$ cat src/rtl/bslv_pkg.sv
package bslv_pkg;

    typedef enum logic [2:0] {
        ST_IDLE,
        ST_ISSUE,
        ST_WAIT,
        ST_ACK,
        ST_RETRY
    } bslv_state_t;

    // Number of leading bit positions (from the MSB) in which two
    // addresses of width w agree.
    function automatic int match_len(input logic [63:0] a,
                                     input logic [63:0] b,
                                     input int w);
        int n;
        n = w;
        for (int i = 0; i < w; i++) begin
            if (n == w && a[w-1-i] != b[w-1-i]) n = i;
        end
        return n;
    endfunction

endpackage

$ cat src/rtl/bslv_decode.sv
module bslv_decode #(
    parameter int                MATCH_W = 24,
    parameter logic [MATCH_W-1:0] BASE_TOP = '1
) (
    input  logic [MATCH_W-1:0] addr_top,
    input  logic               sel,
    output logic               hit
);

    assign hit = sel && (addr_top == BASE_TOP);

endmodule

$ cat src/rtl/bslv_capture.sv
module bslv_capture #(
    parameter int LOC_W  = 6,
    parameter int BE_W   = 4,
    parameter int USR_DW = 8
) (
    input  logic              clk,
    input  logic              rst,
    input  logic              hit,
    input  logic              clr,
    input  logic              sel,
    input  logic [LOC_W-1:0]  loc_in,
    input  logic [BE_W-1:0]   be_in,
    input  logic [USR_DW-1:0] wd_in,
    input  logic              rnw_in,
    output logic              cs_q,
    output logic [LOC_W-1:0]  loc_q,
    output logic [BE_W-1:0]   be_q,
    output logic [USR_DW-1:0] wd_q,
    output logic              rnw_q
);

    // Chip select is cleared by the slave's own acknowledge, so the
    // still-selected bus cycle that carries the ack is not re-decoded.
    always_ff @(posedge clk) begin
        if (rst) begin
            cs_q <= 1'b0;
        end else begin
            cs_q <= hit && !clr;
        end
    end

    always_ff @(posedge clk) begin
        if (rst) begin
            loc_q <= '0;
            be_q  <= '0;
            wd_q  <= '0;
            rnw_q <= 1'b0;
        end else if (sel) begin
            loc_q <= loc_in;
            be_q  <= be_in;
            wd_q  <= wd_in;
            rnw_q <= rnw_in;
        end
    end

endmodule

$ cat src/rtl/bslv_ctrl.sv
module bslv_ctrl
    import bslv_pkg::*;
(
    input  logic clk,
    input  logic rst,
    input  logic cs_q,
    input  logic hit,
    input  logic bus_sel,
    input  logic rep_done,
    input  logic rep_busy,
    input  logic rep_fail,
    output logic issue_o,
    output logic ack_o,
    output logic err_o,
    output logic retry_o,
    output logic tsup_o,
    output logic in_ack,
    output logic take_rd
);

    bslv_state_t state, state_nx;
    logic        err_q, err_nx;

    // state register
    always_ff @(posedge clk) begin
        if (rst) begin
            state <= ST_IDLE;
            err_q <= 1'b0;
        end else begin
            state <= state_nx;
            err_q <= err_nx;
        end
    end

    // transitions
    always_comb begin
        state_nx = state;
        err_nx   = err_q;
        unique case (state)
            ST_IDLE: begin
                if (cs_q) state_nx = ST_ISSUE;
            end
            ST_ISSUE, ST_WAIT: begin
                if (!bus_sel) begin
                    state_nx = ST_IDLE;           // abort
                end else if (rep_fail) begin
                    state_nx = ST_ACK;
                    err_nx   = 1'b1;
                end else if (rep_done) begin
                    state_nx = ST_ACK;
                    err_nx   = 1'b0;
                end else if (rep_busy) begin
                    state_nx = ST_RETRY;
                end else begin
                    state_nx = ST_WAIT;
                end
            end
            ST_ACK: begin
                state_nx = ST_IDLE;
            end
            ST_RETRY: begin
                if (!bus_sel) state_nx = ST_IDLE;
            end
            default: state_nx = ST_IDLE;
        endcase
    end

    // outputs
    always_comb begin
        issue_o = 1'b0;
        ack_o   = 1'b0;
        err_o   = 1'b0;
        retry_o = 1'b0;
        tsup_o  = 1'b0;
        in_ack  = 1'b0;
        take_rd = 1'b0;
        unique case (state)
            ST_IDLE: ;
            ST_ISSUE: begin
                issue_o = bus_sel;
                tsup_o  = bus_sel;
                take_rd = bus_sel && rep_done && !rep_fail;
            end
            ST_WAIT: begin
                tsup_o  = 1'b1;
                take_rd = bus_sel && rep_done && !rep_fail;
            end
            ST_ACK: begin
                in_ack = 1'b1;
                ack_o  = bus_sel;
                err_o  = bus_sel && err_q;
            end
            ST_RETRY: begin
                retry_o = bus_sel;
            end
            default: ;
        endcase
    end

    // cycles selected with no sign of life, for the timeout window check
    logic [4:0] quiet_cnt;
    always_ff @(posedge clk) begin
        if (rst) begin
            quiet_cnt <= '0;
        end else if (hit && !tsup_o && !ack_o && !retry_o) begin
            if (quiet_cnt != 5'd31) quiet_cnt <= quiet_cnt + 5'd1;
        end else begin
            quiet_cnt <= '0;
        end
    end

    a_r3_ack_single: assert property (@(posedge clk) disable iff (rst)
        ack_o |=> !ack_o);
    a_r5_no_ack_with_retry: assert property (@(posedge clk) disable iff (rst)
        !(ack_o && retry_o));
    a_r6_err_needs_ack: assert property (@(posedge clk) disable iff (rst)
        err_o |-> ack_o);
    a_r2_req_single: assert property (@(posedge clk) disable iff (rst)
        issue_o |=> !issue_o);
    a_r8_tsup_tail: assert property (@(posedge clk) disable iff (rst)
        (!bus_sel && $past(!bus_sel)) |-> !tsup_o);
    a_r7_tsup_window: assert property (@(posedge clk) disable iff (rst)
        quiet_cnt < 5'd16);

endmodule

$ cat src/rtl/bslv_top.sv
module bslv_top
    import bslv_pkg::*;
#(
    parameter int              ADDR_W    = 32,
    parameter int              DATA_W    = 32,
    parameter int              USR_DW    = 8,
    parameter logic [ADDR_W-1:0] BASE_ADDR = 32'hFFFF_8000,
    parameter logic [ADDR_W-1:0] HIGH_ADDR = 32'hFFFF_80FF,
    localparam int             MATCH_W   = match_len(64'(BASE_ADDR), 64'(HIGH_ADDR), ADDR_W),
    localparam int             LOC_W     = ADDR_W - MATCH_W - 2,
    localparam int             BE_W      = DATA_W / 8
) (
    input  logic              clk,
    input  logic              rst,
    input  logic [ADDR_W-1:0] bus_addr,
    input  logic [BE_W-1:0]   bus_be,
    input  logic [DATA_W-1:0] bus_wdata,
    input  logic              bus_rnw,
    input  logic              bus_sel,
    output logic [DATA_W-1:0] slv_rdata,
    output logic              slv_ack,
    output logic              slv_retry,
    output logic              slv_err,
    output logic              slv_tsup,
    output logic              usr_req,
    output logic              usr_rnw,
    output logic [LOC_W-1:0]  usr_addr,
    output logic [BE_W-1:0]   usr_be,
    output logic [USR_DW-1:0] usr_wdata,
    input  logic [USR_DW-1:0] usr_rdata,
    input  logic              usr_done,
    input  logic              usr_busy,
    input  logic              usr_fail
);

    logic hit, cs_q, rnw_q, in_ack, take_rd, ack_i, err_i;
    logic [USR_DW-1:0] rd_q;

    logic unused_bits;
    assign unused_bits = ^{bus_addr[1:0], bus_wdata[DATA_W-1:USR_DW]};

    bslv_decode #(
        .MATCH_W (MATCH_W),
        .BASE_TOP(BASE_ADDR[ADDR_W-1 -: MATCH_W])
    ) u_dec (
        .addr_top(bus_addr[ADDR_W-1 -: MATCH_W]),
        .sel     (bus_sel),
        .hit     (hit)
    );

    bslv_capture #(
        .LOC_W (LOC_W),
        .BE_W  (BE_W),
        .USR_DW(USR_DW)
    ) u_cap (
        .clk   (clk),
        .rst   (rst),
        .hit   (hit),
        .clr   (in_ack),
        .sel   (bus_sel),
        .loc_in(bus_addr[LOC_W+1:2]),
        .be_in (bus_be),
        .wd_in (bus_wdata[USR_DW-1:0]),
        .rnw_in(bus_rnw),
        .cs_q  (cs_q),
        .loc_q (usr_addr),
        .be_q  (usr_be),
        .wd_q  (usr_wdata),
        .rnw_q (rnw_q)
    );

    bslv_ctrl u_ctrl (
        .clk     (clk),
        .rst     (rst),
        .cs_q    (cs_q),
        .hit     (hit),
        .bus_sel (bus_sel),
        .rep_done(usr_done),
        .rep_busy(usr_busy),
        .rep_fail(usr_fail),
        .issue_o (usr_req),
        .ack_o   (ack_i),
        .err_o   (err_i),
        .retry_o (slv_retry),
        .tsup_o  (slv_tsup),
        .in_ack  (in_ack),
        .take_rd (take_rd)
    );

    always_ff @(posedge clk) begin
        if (rst) begin
            rd_q <= '0;
        end else if (take_rd) begin
            rd_q <= usr_rdata;
        end
    end

    assign usr_rnw   = rnw_q;
    assign slv_ack   = ack_i;
    assign slv_err   = err_i;
    assign slv_rdata = (ack_i && rnw_q && !err_i) ? DATA_W'(rd_q) : '0;

    a_r9_quiet_when_idle: assert property (@(posedge clk) disable iff (rst)
        !bus_sel |-> (slv_rdata == '0 && !slv_ack && !slv_retry && !slv_err));
    a_r3_rdata_only_on_ack: assert property (@(posedge clk) disable iff (rst)
        !slv_ack |-> slv_rdata == '0);

endmodule

$ cat config.mk
export PLATFORM = sky130hd
export DESIGN_NAME = bslv_top
export DESIGN_NICKNAME = d
export VERILOG_FILES = /design/src/rtl/bslv_pkg.sv /design/src/rtl/bslv_decode.sv /design/src/rtl/bslv_capture.sv /design/src/rtl/bslv_ctrl.sv /design/src/rtl/bslv_top.sv
export SDC_FILE = /design/constraint.sdc
export NUM_CORES = 1
export LEC_CHECK = 0
export ABC_CLOCK_PERIOD_IN_PS = 2950
export BUFFER_PORTS_ARGS = -buffer_cell sky130_fd_sc_hd__buf_2
export CAP_MARGIN = 10
export CORE_MARGIN = 2
export CORE_UTILIZATION = 25
export CTS_CLUSTER_SIZE = 40
export DETAILED_ROUTE_END_ITERATION = 12
export GPL_TIMING_DRIVEN = 0
export HOLD_SLACK_MARGIN = 0.05
export PLACE_DENSITY = 0.56
export SETUP_SLACK_MARGIN = 0.02
export SLEW_MARGIN = 0
export SYNTH_ARGS = -nofsm -noshare
export SYNTH_HDL_FRONTEND = slang
export SYNTH_HIERARCHICAL = 1
export SYNTH_SLANG_ARGS = --single-unit
$ cat constraint.sdc
create_clock -name clk -period 2.95 [get_ports clk]
set_input_delay 0.1475 -clock clk [delete_from_list [all_inputs] [get_ports clk]]
set_output_delay 0.1475 -clock clk [all_outputs]
set_load 0.02 [all_outputs]
==> results of run 1 <==
==> area by class of cell <==
| cell class | instances | area, sq um | share of cell area (%) |
|---|---|---|---|
| clock buffers | 6 | 72.6 | 3.13 |
| flip-flops and latches | 32 | 641 | 27.6 |
| well taps | 77 | 96.3 | 4.16 |
| inverters | 1 | 3.75 | 0.162 |
| repair buffers | 88 | 440 | 19.0 |
| plain buffers | 31 | 241 | 10.4 |
| multi-input cells | 130 | 817 | 35.3 |
| clock inverters | 1 | 5.00 | 0.216 |
==> per-layer routing <==
| layer | vias up | wire length (um) |
|---|---|---|
| met5 | - | 0 |
| met4 | 0 | 30 |
| met3 | 5 | 372 |
| met2 | 78 | 1710 |
| met1 | 615 | 1600 |
| li1 | 766 | - |
==> worst max-delay path, stage by stage, from the launching register on <==
cell                      delay (ns)
sky130_fd_sc_hd__dfxtp_1        0.45
sky130_fd_sc_hd__nor2b_2        0.10
sky130_fd_sc_hd__and3_1         0.22
sky130_fd_sc_hd__and2_1         0.17
sky130_fd_sc_hd__and3b_2        0.30
sky130_fd_sc_hd__and2_1         0.14
sky130_fd_sc_hd__buf_2          0.15
==> power by group through the flow <==
stage                     Sequential [mW]  Clock, mW  Combinational [mW]
after floorplan                     0.483          0              0.0940
after global placement              0.464          0               0.176
after detailed placement            0.464          0               0.178
after CTS                           0.455      0.330               0.178
after global routing                0.456      0.350               0.192
final                               0.454      0.309               0.176
==> through the flow <==
step / total power, mW / hold slack, ns
finish: 0.940 / 0.0683
detailed placement: 0.642 / 0.362
floorplan: 0.577 / 0.212
CTS: 0.962 / 0.0630
global route: 0.998 / 0.0612
global placement: 0.640 / 0.366
==> worst max-delay path by stage <==
stage | startpoint | to | slack [ns] | cells after the start
4_1_cts | u_ctrl/state[2] | slv_rdata[2] | 0.95 | 6
2_1_floorplan | u_ctrl/state[2] | slv_rdata[0] | 1.22 | 5
5_1_grt | u_ctrl/state[2] | slv_rdata[2] | 0.82 | 6
3_3_place_gp | bus_addr[13] | u_cap/cs_q | 1.17 | 5
3_5_place_dp | bus_addr[13] | u_cap/cs_q | 1.16 | 5
6_report | u_ctrl/state[2] | slv_rdata[3] | 1.00 | 6
==> Yosys cell counts (2+ instances only) <==
| master | number | area (sq um) |
|---|---|---|
| sky130_fd_sc_hd__nand4_1 | 2 | 12.5 |
| sky130_fd_sc_hd__buf_6 | 2 | 22.5 |
| sky130_fd_sc_hd__nor3_1 | 2 | 10.0 |
| sky130_fd_sc_hd__clkbuf_1 | 2 | 7.51 |
| sky130_fd_sc_hd__or4b_1 | 2 | 20.0 |
| sky130_fd_sc_hd__nor2_1 | 32 | 120 |
| sky130_fd_sc_hd__dfxtp_1 | 32 | 641 |
| sky130_fd_sc_hd__nand2b_1 | 4 | 25.0 |
| sky130_fd_sc_hd__and2_1 | 10 | 62.6 |
| sky130_fd_sc_hd__buf_4 | 25 | 188 |
| sky130_fd_sc_hd__mux2i_1 | 27 | 270 |
| sky130_fd_sc_hd__a21oi_1 | 2 | 10.0 |
| sky130_fd_sc_hd__nor2b_1 | 2 | 12.5 |
==> cell families (layout without fill, tap and decap cells) <==
family / count (synthesis) / count (layout) / share of synthesized area (%)
and+or+nand+nor: 68 / 68 / 23.0
other: 1 / 24 / 0.232
muxes: 27 / 27 / 16.7
AOI/OAI and AO/OA: 11 / 11 / 5.26
DFF: 32 / 32 / 39.6
buffers and inverters: 32 / 127 / 15.2
==> layout by cell type, fill, tap and decap left out, drive strengths merged, types with 2 or more instances in the layout <==
cell type / instances
or4b: 2
buf: 117
a21oi: 2
dfxtp: 32
nor3: 2
nor2b: 3
mux2i: 27
nor2: 32
o21ai: 2
conb: 24
nand2b: 5
clkbuf: 8
and2: 10
a211oi: 2
and3: 2
nand4: 2
and2b: 2
==> flip-flops by register name (all words and copies together), names as in the netlist <==
name and count:
u_cap/rnw_q 1, u_cap/cs_q 1, u_cap/loc_q 6, u_cap/be_q 4, u_cap/wd_q 8, u_ctrl/state 3
rd_q 8, u_ctrl/err_q 1
==> flow_summary.json, run 1 <==
{
  "top_level_ports": 139,
  "final_max_slew_viol_count": 0,
  "yosys_most_used_dff": "sky130_fd_sc_hd__dfxtp_1",
  "fin_area_sq_mm": 0.00232,
  "worstPathRequired_ns": 2.80,
  "fin_tns_setup_ns": 0,
  "drc": 0,
  "fin_worst_skew_ns": 0.00446,
  "final_wirelength_mm": 3.71,
  "grt_start_max_net_pins": 11,
  "timing.critical_path.from_type": "flip-flop",
  "cts_tree": "yes",
  "worstSkewPairLatency_ns": 0.27,
  "fillerInstances": 663,
  "stdcell_count": 366,
  "fin_util_pct": 36.7,
  "netlist_instances": 171,
  "dpl_worst_slack_ns": 1.16,
  "timing.final.crit_share_pct": 66.0,
  "async_flop_share_pct": 0,
  "first_pass_iters": 4,
  "critical_path_peak_fanout": 8,
  "period_minus_slack_ns": 1.95,
  "antenna_left": 0,
  "vias_per_cell": 4.00,
  "cts_resized": 0,
  "synth.ff_latch_count": 32,
  "port_buffers": 88,
  "synthesis.area_sq_mm": 0.00162,
  "run_status": "finished clean",
  "cts-root-buf": "sky130_fd_sc_hd__clkbuf_8",
  "timing.critical_path.arrival_ns": 1.80,
  "fp.dieArea_sq_mm": 0.00713,
  "place_congestion": 0.753,
  "htreeDepth": 2,
  "max_freq_ghz": 0.513,
  "hp-start": "usr_busy",
  "placedInstanceArea_sq_mm": 0.00224,
  "worstReg2RegEnd": "rd_q[0]",
  "postCtsSetupRepairBufs": 0,
  "antenna_found_initial": 0,
  "hold_path_class": "in -> reg",
  "antenna_cells_inserted": 0,
  "path_class": "reg -> out",
  "clock_power_share_pct": 32.9,
  "final-hold-violation-count": 0,
  "clock_edge_transition_at_the_registers_on_the_reported_setup_and_hold_paths_ns": 0.06,
  "area_delta_synth_final_pct": 43.3,
  "core_area_sq_mm": 0.00631,
  "synth_cell_type_count": 40,
  "holdPathStages": 2,
  "power.internal_mw": 0.689,
  "global_route.usage.met2_pct": 17.3,
  "grt_util_all_layers_pct": 10.4,
  "p_switching_mw": 0.251,
  "chip_width_um": 84.4,
  "cts.path.max_buffers": 2,
  "synth.avg_cell_area_sq_um": 9.45,
  "ff2ff_path_depth": 7,
  "core.rowCount": 29,
  "synth_enable_flop_cells": 0,
  "grt.met1_usage_pct": 12.3,
  "grt_setup_unrepaired": "false",
  "place_hpwl_mm": 2.96,
  "total_grt_overflow": 0,
  "cts.hold.buffers_added": 0,
  "pwr-share-comb_pct": 18.7,
  "setup_violations": 0,
  "wl_per_cell_um": 10.1,
  "minimum_setup_slack_in_the_final_design_ns": 1.00,
  "first_pass_grt_wire_length_mm": 5.98,
  "yosysSeqAreaShare_pct": 39.6,
  "irDropWorstVdd_mv": 0.162,
  "drive_above_1_share_pct": 45.3,
  "ys_warn_count": 6,
  "power.density_cell_area_mw_per_mm2": 406,
  "seq_power_share_pct": 48.4,
  "timing.max_cap.violations": 0,
  "numClockSinks": 32,
  "rrSetupSlack_ns": 1.45,
  "leakage_nw": 1.22,
  "whs_endpoint": "u_ctrl/state[1]",
  "reg2reg_from": "u_ctrl/state[0]",
  "detailedRoute.firstIterationViolations": 27,
  "nets": 372,
  "route.vias.total": 1464,
  "globalRouteMet3Util_pct": 3.83,
  "endpoint_kind": "output port",
  "initial_utilization_pct": 25.6,
  "global_route.peak_usage_layer": "met2",
  "die-height_um": 84.4,
  "numCtsBuffers": 5,
  "switching_share_pct": 26.7,
  "grt_pass1_vias": 1371,
  "numPlacedInstances": 359
}
Power figures use the tool's default switching activity.
==> inputs of run 2 (changes only) <==
--- a/config.mk
+++ b/config.mk
@@ -5,7 +5,8 @@
 export SDC_FILE = /design/constraint.sdc
 export NUM_CORES = 1
 export LEC_CHECK = 0
-export ABC_CLOCK_PERIOD_IN_PS = 2950
+export ABC_AREA = 1
+export ABC_CLOCK_PERIOD_IN_PS = 1600
 export BUFFER_PORTS_ARGS = -buffer_cell sky130_fd_sc_hd__buf_2
 export CAP_MARGIN = 10
 export CORE_MARGIN = 2
@@ -14,7 +15,7 @@
 export DETAILED_ROUTE_END_ITERATION = 12
 export GPL_TIMING_DRIVEN = 0
 export HOLD_SLACK_MARGIN = 0.05
-export PLACE_DENSITY = 0.56
+export PLACE_DENSITY = 0.55
 export SETUP_SLACK_MARGIN = 0.02
 export SLEW_MARGIN = 0
 export SYNTH_ARGS = -nofsm -noshare
==> constraint.sdc (replaced) <==
create_clock -name clk -period 1.6 [get_ports clk]
set_input_delay 0.08 -clock clk [delete_from_list [all_inputs] [get_ports clk]]
set_output_delay 0.08 -clock clk [all_outputs]
set_load 0.02 [all_outputs]
==> flow_summary.json, run 2 <==
{
  "run_status": "finished clean",
  "antenna_left": 0,
  "total_grt_overflow": 0,
  "drc": 0,
  "grt_pass1_vias": 1516,
  "die-height_um": 89.6,
  "timing.critical_path.arrival_ns": 1.41,
  "netlist_instances": 288,
  "worstPathRequired_ns": 1.52,
  "core_area_sq_mm": 0.00718,
  "synth.most_common_cell": "sky130_fd_sc_hd__nor2_1",
  "p_switching_mw": 0.526,
  "drive_above_1_share_pct": 37.7,
  "final-hold-violation-count": 0,
  "cts-root-buf": "sky130_fd_sc_hd__clkbuf_8",
  "cts_tree": "yes",
  "hp-start": "rst",
  "worstReg2RegEnd": "rd_q[2]",
  "leakage_nw": 1.54,
  "first_pass_grt_wire_length_mm": 6.51,
  "holdPathStages": 2,
  "period_minus_slack_ns": 1.49,
  "setup_violations": 0,
  "pwr-share-comb_pct": 18.9,
  "clock_power_share_pct": 38.3,
  "max_freq_ghz": 0.671,
  "portion_of_synthesized_cell_area_occupied_by_the_leading_cell_type_pct": 34.9,
  "vias_per_cell": 3.58,
  "cts.path.max_buffers": 2,
  "top_level_ports": 139,
  "synth_cell_type_count": 21,
  "grt_setup_unrepaired": "false",
  "fin_util_pct": 36.9,
  "numCtsBuffers": 5,
  "irDropWorstVdd_mv": 0.298,
  "seq_power_share_pct": 42.9,
  "route.vias.total": 1818,
  "synthesis.area_sq_mm": 0.00183,
  "area_delta_synth_final_pct": 44.3,
  "core.rowCount": 31,
  "timing.final.crit_share_pct": 93.2,
  "ys_warn_count": 6,
  "worstSkewPairLatency_ns": 0.28,
  "hold_slack_ns": 0.0504,
  "cts.hold.buffers_added": 0,
  "fin_area_sq_mm": 0.00265,
  "fin_tns_setup_ns": 0,
  "fillerInstances": 795,
  "endpoint_kind": "output port",
  "power.density_cell_area_mw_per_mm2": 748,
  "final_max_slew_viol_count": 0,
  "place_hpwl_mm": 3.41,
  "yosysSeqAreaShare_pct": 34.9,
  "placedInstanceArea_sq_mm": 0.00248,
  "ff2ff_path_depth": 10,
  "timing.max_cap.violations": 0,
  "antenna_found_initial": 0,
  "nets": 491,
  "place_congestion": 0.788,
  "switching_share_pct": 26.6,
  "finalPower_mw": 1.98,
  "grt_util_all_layers_pct": 10.4,
  "detailedRoute.firstIterationViolations": 36,
  "hold_path_class": "in -> reg",
  "grt_start_max_net_pins": 11,
  "synth_largest_area_cell": "sky130_fd_sc_hd__dfxtp_1",
  "yosys-top-cells-count": "sky130_fd_sc_hd__nor2_1, sky130_fd_sc_hd__nand2_1, sky130_fd_sc_hd__inv_1",
  "whs_endpoint": "u_ctrl/state[1]",
  "final_wirelength_mm": 4.29,
  "critical_path_peak_fanout": 8,
  "chip_width_um": 89.6,
  "synth.ff_latch_count": 32,
  "synth_area_leaders": "sky130_fd_sc_hd__dfxtp_1, sky130_fd_sc_hd__nor2_1, sky130_fd_sc_hd__nand2_1",
  "initial_utilization_pct": 25.5,
  "fp.dieArea_sq_mm": 0.00803,
  "clock_edge_transition_at_the_registers_on_the_reported_setup_and_hold_paths_ns": 0.06,
  "port_buffers": 88,
  "synth_enable_flop_cells": 0,
  "first_pass_iters": 4,
  "antenna_cells_inserted": 0,
  "synth.avg_cell_area_sq_um": 6.36,
  "path_class": "reg -> out",
  "wl_per_cell_um": 8.45,
  "fin_worst_skew_ns": 0.00239,
  "numClockSinks": 32,
  "async_flop_share_pct": 0,
  "timing.critical_path.from_type": "flip-flop",
  "power.internal_mw": 1.45,
  "yosys_most_used_dff": "sky130_fd_sc_hd__dfxtp_1",
  "htreeDepth": 2,
  "layout_common_cells": "sky130_fd_sc_hd__buf_2, sky130_fd_sc_hd__nor2_1, sky130_fd_sc_hd__nand2_1",
  "rrSetupSlack_ns": 0.31,
  "reg2reg_from": "u_ctrl/state[2]",
  "layout_top_registers": "rd_q (8), u_cap/wd_q (8), u_cap/loc_q (6)",
  "final_common_cell": "sky130_fd_sc_hd__buf_2"
}
==> run 2: power groups by stage <==
| stage | logic [mW] | registers, mW | clock network [mW] |
|---|---|---|---|
| 2_1_floorplan | 0.207 | 0.905 | 0 |
| 3_3_place_gp | 0.372 | 0.865 | 0 |
| 3_5_place_dp | 0.375 | 0.866 | 0 |
| 4_1_cts | 0.376 | 0.849 | 0.785 |
| 5_1_grt | 0.421 | 0.851 | 0.815 |
| 6_report | 0.373 | 0.848 | 0.757 |
==> run 2: area by class of cell <==
cell class                      instances  area, sq um  share of cell area, %
Tap cell                               99          124                   4.68
Multi-Input combinational cell        195          857                   32.4
Inverter                               52          196                   7.43
Sequential cell                        32          642                   24.3
Clock inverter                          2         35.0                   1.32
Buffer                                 32          260                   9.84
Timing Repair Buffer                   90          458                   17.3
Clock buffer                            6         72.6                   2.74
==> run 2: logic make-up (layout without fill, tap and decap cells) <==
kind of cell           after synthesis  in the layout  share of synthesized area (%)
buffers and inverters               84            182                           24.9
DFF                                 32             32                           34.9
other                                1             24                          0.205
AOI/OAI and AO/OA                    5              5                           1.57
and+or+nand+nor                    166            166                           38.4
==> run 2: per-stage QoR <==
stage / setup slack, ns / cells
after floorplan: 0.146 / 311
after global placement: 0.227 / 498
after detailed placement: 0.190 / 498
after CTS: 0.0472 / 507
after global routing: 0.0321 / 508
final: 0.109 / 508
==> run 2: worst max path at each step <==
stage	startpoint	endpoint
floorplan	u_ctrl/state[1]	slv_rdata[0]
global placement	u_ctrl/state[1]	slv_rdata[3]
detailed placement	u_ctrl/state[1]	slv_rdata[4]
CTS	u_ctrl/state[1]	slv_rdata[4]
global route	u_ctrl/state[2]	slv_rdata[4]
finish	u_ctrl/state[2]	slv_rdata[4]
==> run 2: worst max-delay path, stage by stage (launching register included) <==
cell and delay (ns):
sky130_fd_sc_hd__dfxtp_1 0.32, sky130_fd_sc_hd__inv_2 0.12, sky130_fd_sc_hd__nand3_4 0.12, sky130_fd_sc_hd__nor2_4 0.14, sky130_fd_sc_hd__nand3_4 0.13, sky130_fd_sc_hd__nor2_1 0.13, sky130_fd_sc_hd__buf_2 0.18
==> run 2: repair_timing <==
item                       CTS  global route
gates resized for setup      5             4
gates cloned                 0             0
setup buffers                1             1
setup endpoints to repair    8             8
pin swaps                    1             1
==> run 2: metal layers <==
metal	global-route usage, %	wire length, um
met1	12.4	1940
met2	17.6	1940
met3	3.29	392
met4	3.66	23
met5	0	0
==> inputs of run 3 (changes only) <==
--- a/config.mk
+++ b/config.mk
@@ -9,6 +9,7 @@
 export ABC_CLOCK_PERIOD_IN_PS = 1600
 export BUFFER_PORTS_ARGS = -buffer_cell sky130_fd_sc_hd__buf_2
 export CAP_MARGIN = 10
+export CORE_ASPECT_RATIO = 0.75
 export CORE_MARGIN = 2
 export CORE_UTILIZATION = 25
 export CTS_CLUSTER_SIZE = 40
==> flow_summary.json, run 3 (synthesized netlist as in run 2, its figures left out) <==
{
  "run_status": "finished clean",
  "grt_setup_unrepaired": "true",
  "core.rowCount": 26,
  "timing.final.crit_share_pct": 90.7,
  "antenna_cells_inserted": 0,
  "layout_top_registers": "rd_q (8), u_cap/wd_q (8), u_cap/loc_q (6)",
  "max_freq_ghz": 0.689,
  "cp_common_cell": "sky130_fd_sc_hd__nand3_4",
  "place_congestion": 0.757,
  "final_wirelength_mm": 4.48,
  "worstPathRequired_ns": 1.52,
  "numClockSinks": 32,
  "final_max_slew_viol_count": 0,
  "path_class": "reg -> out",
  "irDropWorstVdd_mv": 0.251,
  "chip_width_um": 103,
  "cp_slowest_stage_delay_ns": 0.42,
  "clock_edge_transition_at_the_registers_on_the_reported_setup_and_hold_paths_ns": 0.06,
  "crit_path_cell_trace": "nand3_4, nor2_4, nand3_4, nor2_1, buf_2",
  "antenna_found_initial": 0,
  "final_common_cell": "sky130_fd_sc_hd__buf_2",
  "core_area_sq_mm": 0.00696,
  "htreeDepth": 2,
  "cts-root-buf": "sky130_fd_sc_hd__clkbuf_8",
  "first_pass_iters": 4,
  "final-hold-violation-count": 0,
  "cts.path.max_buffers": 2,
  "pwr-share-comb_pct": 21.0,
  "numCtsBuffers": 5,
  "cp.buffers_inverters": 1,
  "vias_per_cell": 3.64,
  "reg2reg_from": "u_ctrl/state[0]",
  "initial_utilization_pct": 26.3,
  "period_minus_slack_ns": 1.45,
  "setup_violations": 0,
  "drive_above_1_share_pct": 37.1,
  "fin_area_sq_mm": 0.00261,
  "finalPower_mw": 1.80,
  "route.vias.total": 1838,
  "grt_pass1_vias": 1684,
  "cts_tree": "yes",
  "critPathLaunch": "u_ctrl/state[0]",
  "place_hpwl_mm": 3.48,
  "nets": 490,
  "area_delta_synth_final_pct": 42.2,
  "timing.critical_path.arrival_ns": 1.37,
  "fin_tns_setup_ns": 0,
  "p_switching_mw": 0.510,
  "total_grt_overflow": 0,
  "switching_share_pct": 28.4,
  "leakage_nw": 1.52,
  "hp-start": "bus_be[2]",
  "first_pass_grt_wire_length_mm": 7.25,
  "critical_path_peak_fanout": 8,
  "drc": 0,
  "power.internal_mw": 1.29,
  "hold_path_class": "in -> reg",
  "grt_util_all_layers_pct": 11.3,
  "worstSkewPairLatency_ns": 0.27,
  "placedInstanceArea_sq_mm": 0.00248,
  "timing.max_cap.violations": 0,
  "seq_power_share_pct": 47.2,
  "wl_per_cell_um": 8.87,
  "worst_path_dominant_cell_family": "simple AND/OR/NAND/NOR gates",
  "endpoint_kind": "output port",
  "postCtsSetupRepairBufs": 0,
  "fp.dieArea_sq_mm": 0.00804,
  "top_level_ports": 139,
  "timing.critical_path.from_type": "flip-flop",
  "layout_common_cells": "sky130_fd_sc_hd__buf_2, sky130_fd_sc_hd__nor2_1, sky130_fd_sc_hd__nand2_1",
  "timing.critical_path.slowest_stage_cell": "sky130_fd_sc_hd__dfxtp_1",
  "clock_power_share_pct": 31.9,
  "antenna_left": 0,
  "power.density_cell_area_mw_per_mm2": 690,
  "fin_worst_skew_ns": 0.00187,
  "grt_start_max_net_pins": 11,
  "die-height_um": 78.2,
  "port_buffers": 88,
  "detailedRoute.firstIterationViolations": 41
}
-- run 3: per-layer routing --
layer	GRT usage [%]	vias to the layer above	wire [um]	share of wire, %
met5	0	-	0	0
met4	3.42	0	52	1.2
met3	4.45	7	378	8.4
met2	18.6	64	1980	44
met1	13.5	756	2060	46
li1	-	1011	-	-
-- run 3: metrics by stage --
step / setup WS (ns) / hold slack, ns / util [%] / instances
after floorplan: 0.146 / 0.149 / - / 311
after global placement: 0.221 / 0.330 / 35.7 / 497
after detailed placement: 0.246 / 0.324 / 35.7 / 497
after CTS: 0.0391 / 0.0752 / 37.1 / 505
after global routing: 0.00927 / 0.0816 / 37.4 / 505
final: 0.149 / 0.0868 / 37.4 / 505
-- run 3: cell type report --
type | count | area [sq um]
tap | 98 | 123
sequential | 32 | 642
buffer | 32 | 260
clock buffer | 6 | 72.6
multi-input combinational | 195 | 852
timing repair buffer | 89 | 455
fill | 806 | 4360
inverter | 52 | 196
clock inverter | 1 | 5.00
-- run 3: power by group through the flow --
stage          Combinational (mW)  Clock (mW)  Sequential, mW
2_1_floorplan               0.207           0           0.905
3_3_place_gp                0.374           0           0.864
3_5_place_dp                0.376           0           0.865
4_1_cts                     0.379       0.608           0.848
5_1_grt                     0.418       0.649           0.851
6_report                    0.377       0.572           0.848
-- run 3: worst paths after layout --
kind,to,slack [ns],cells past startpoint
setup / recovery,slv_rdata[4],0.15,5
hold / removal,u_cap/be_q[2],0.09,5
setup reg to reg,rd_q[1],0.31,9
hold reg to reg,u_cap/be_q[0],0.47,2
-- run 3: worst reg2reg max path: stages, from the launching register on --
cell                      delay (ns)
sky130_fd_sc_hd__dfxtp_1        0.42
sky130_fd_sc_hd__inv_1          0.07
sky130_fd_sc_hd__nand3_2        0.09
sky130_fd_sc_hd__nand2_4        0.08
sky130_fd_sc_hd__nand2_2        0.07
sky130_fd_sc_hd__inv_1          0.05
sky130_fd_sc_hd__buf_6          0.13
sky130_fd_sc_hd__buf_12         0.14
sky130_fd_sc_hd__nor2_2         0.11
sky130_fd_sc_hd__nor2_2         0.04
-- run 3: repair_timing --
action | in CTS | in global routing
hold endpoints to repair | 2 | 0
setup endpoints to repair | 8 | 8
resized for setup | 3 | 6
pin swaps | 1 | 1
hold buffers | 1 | 0
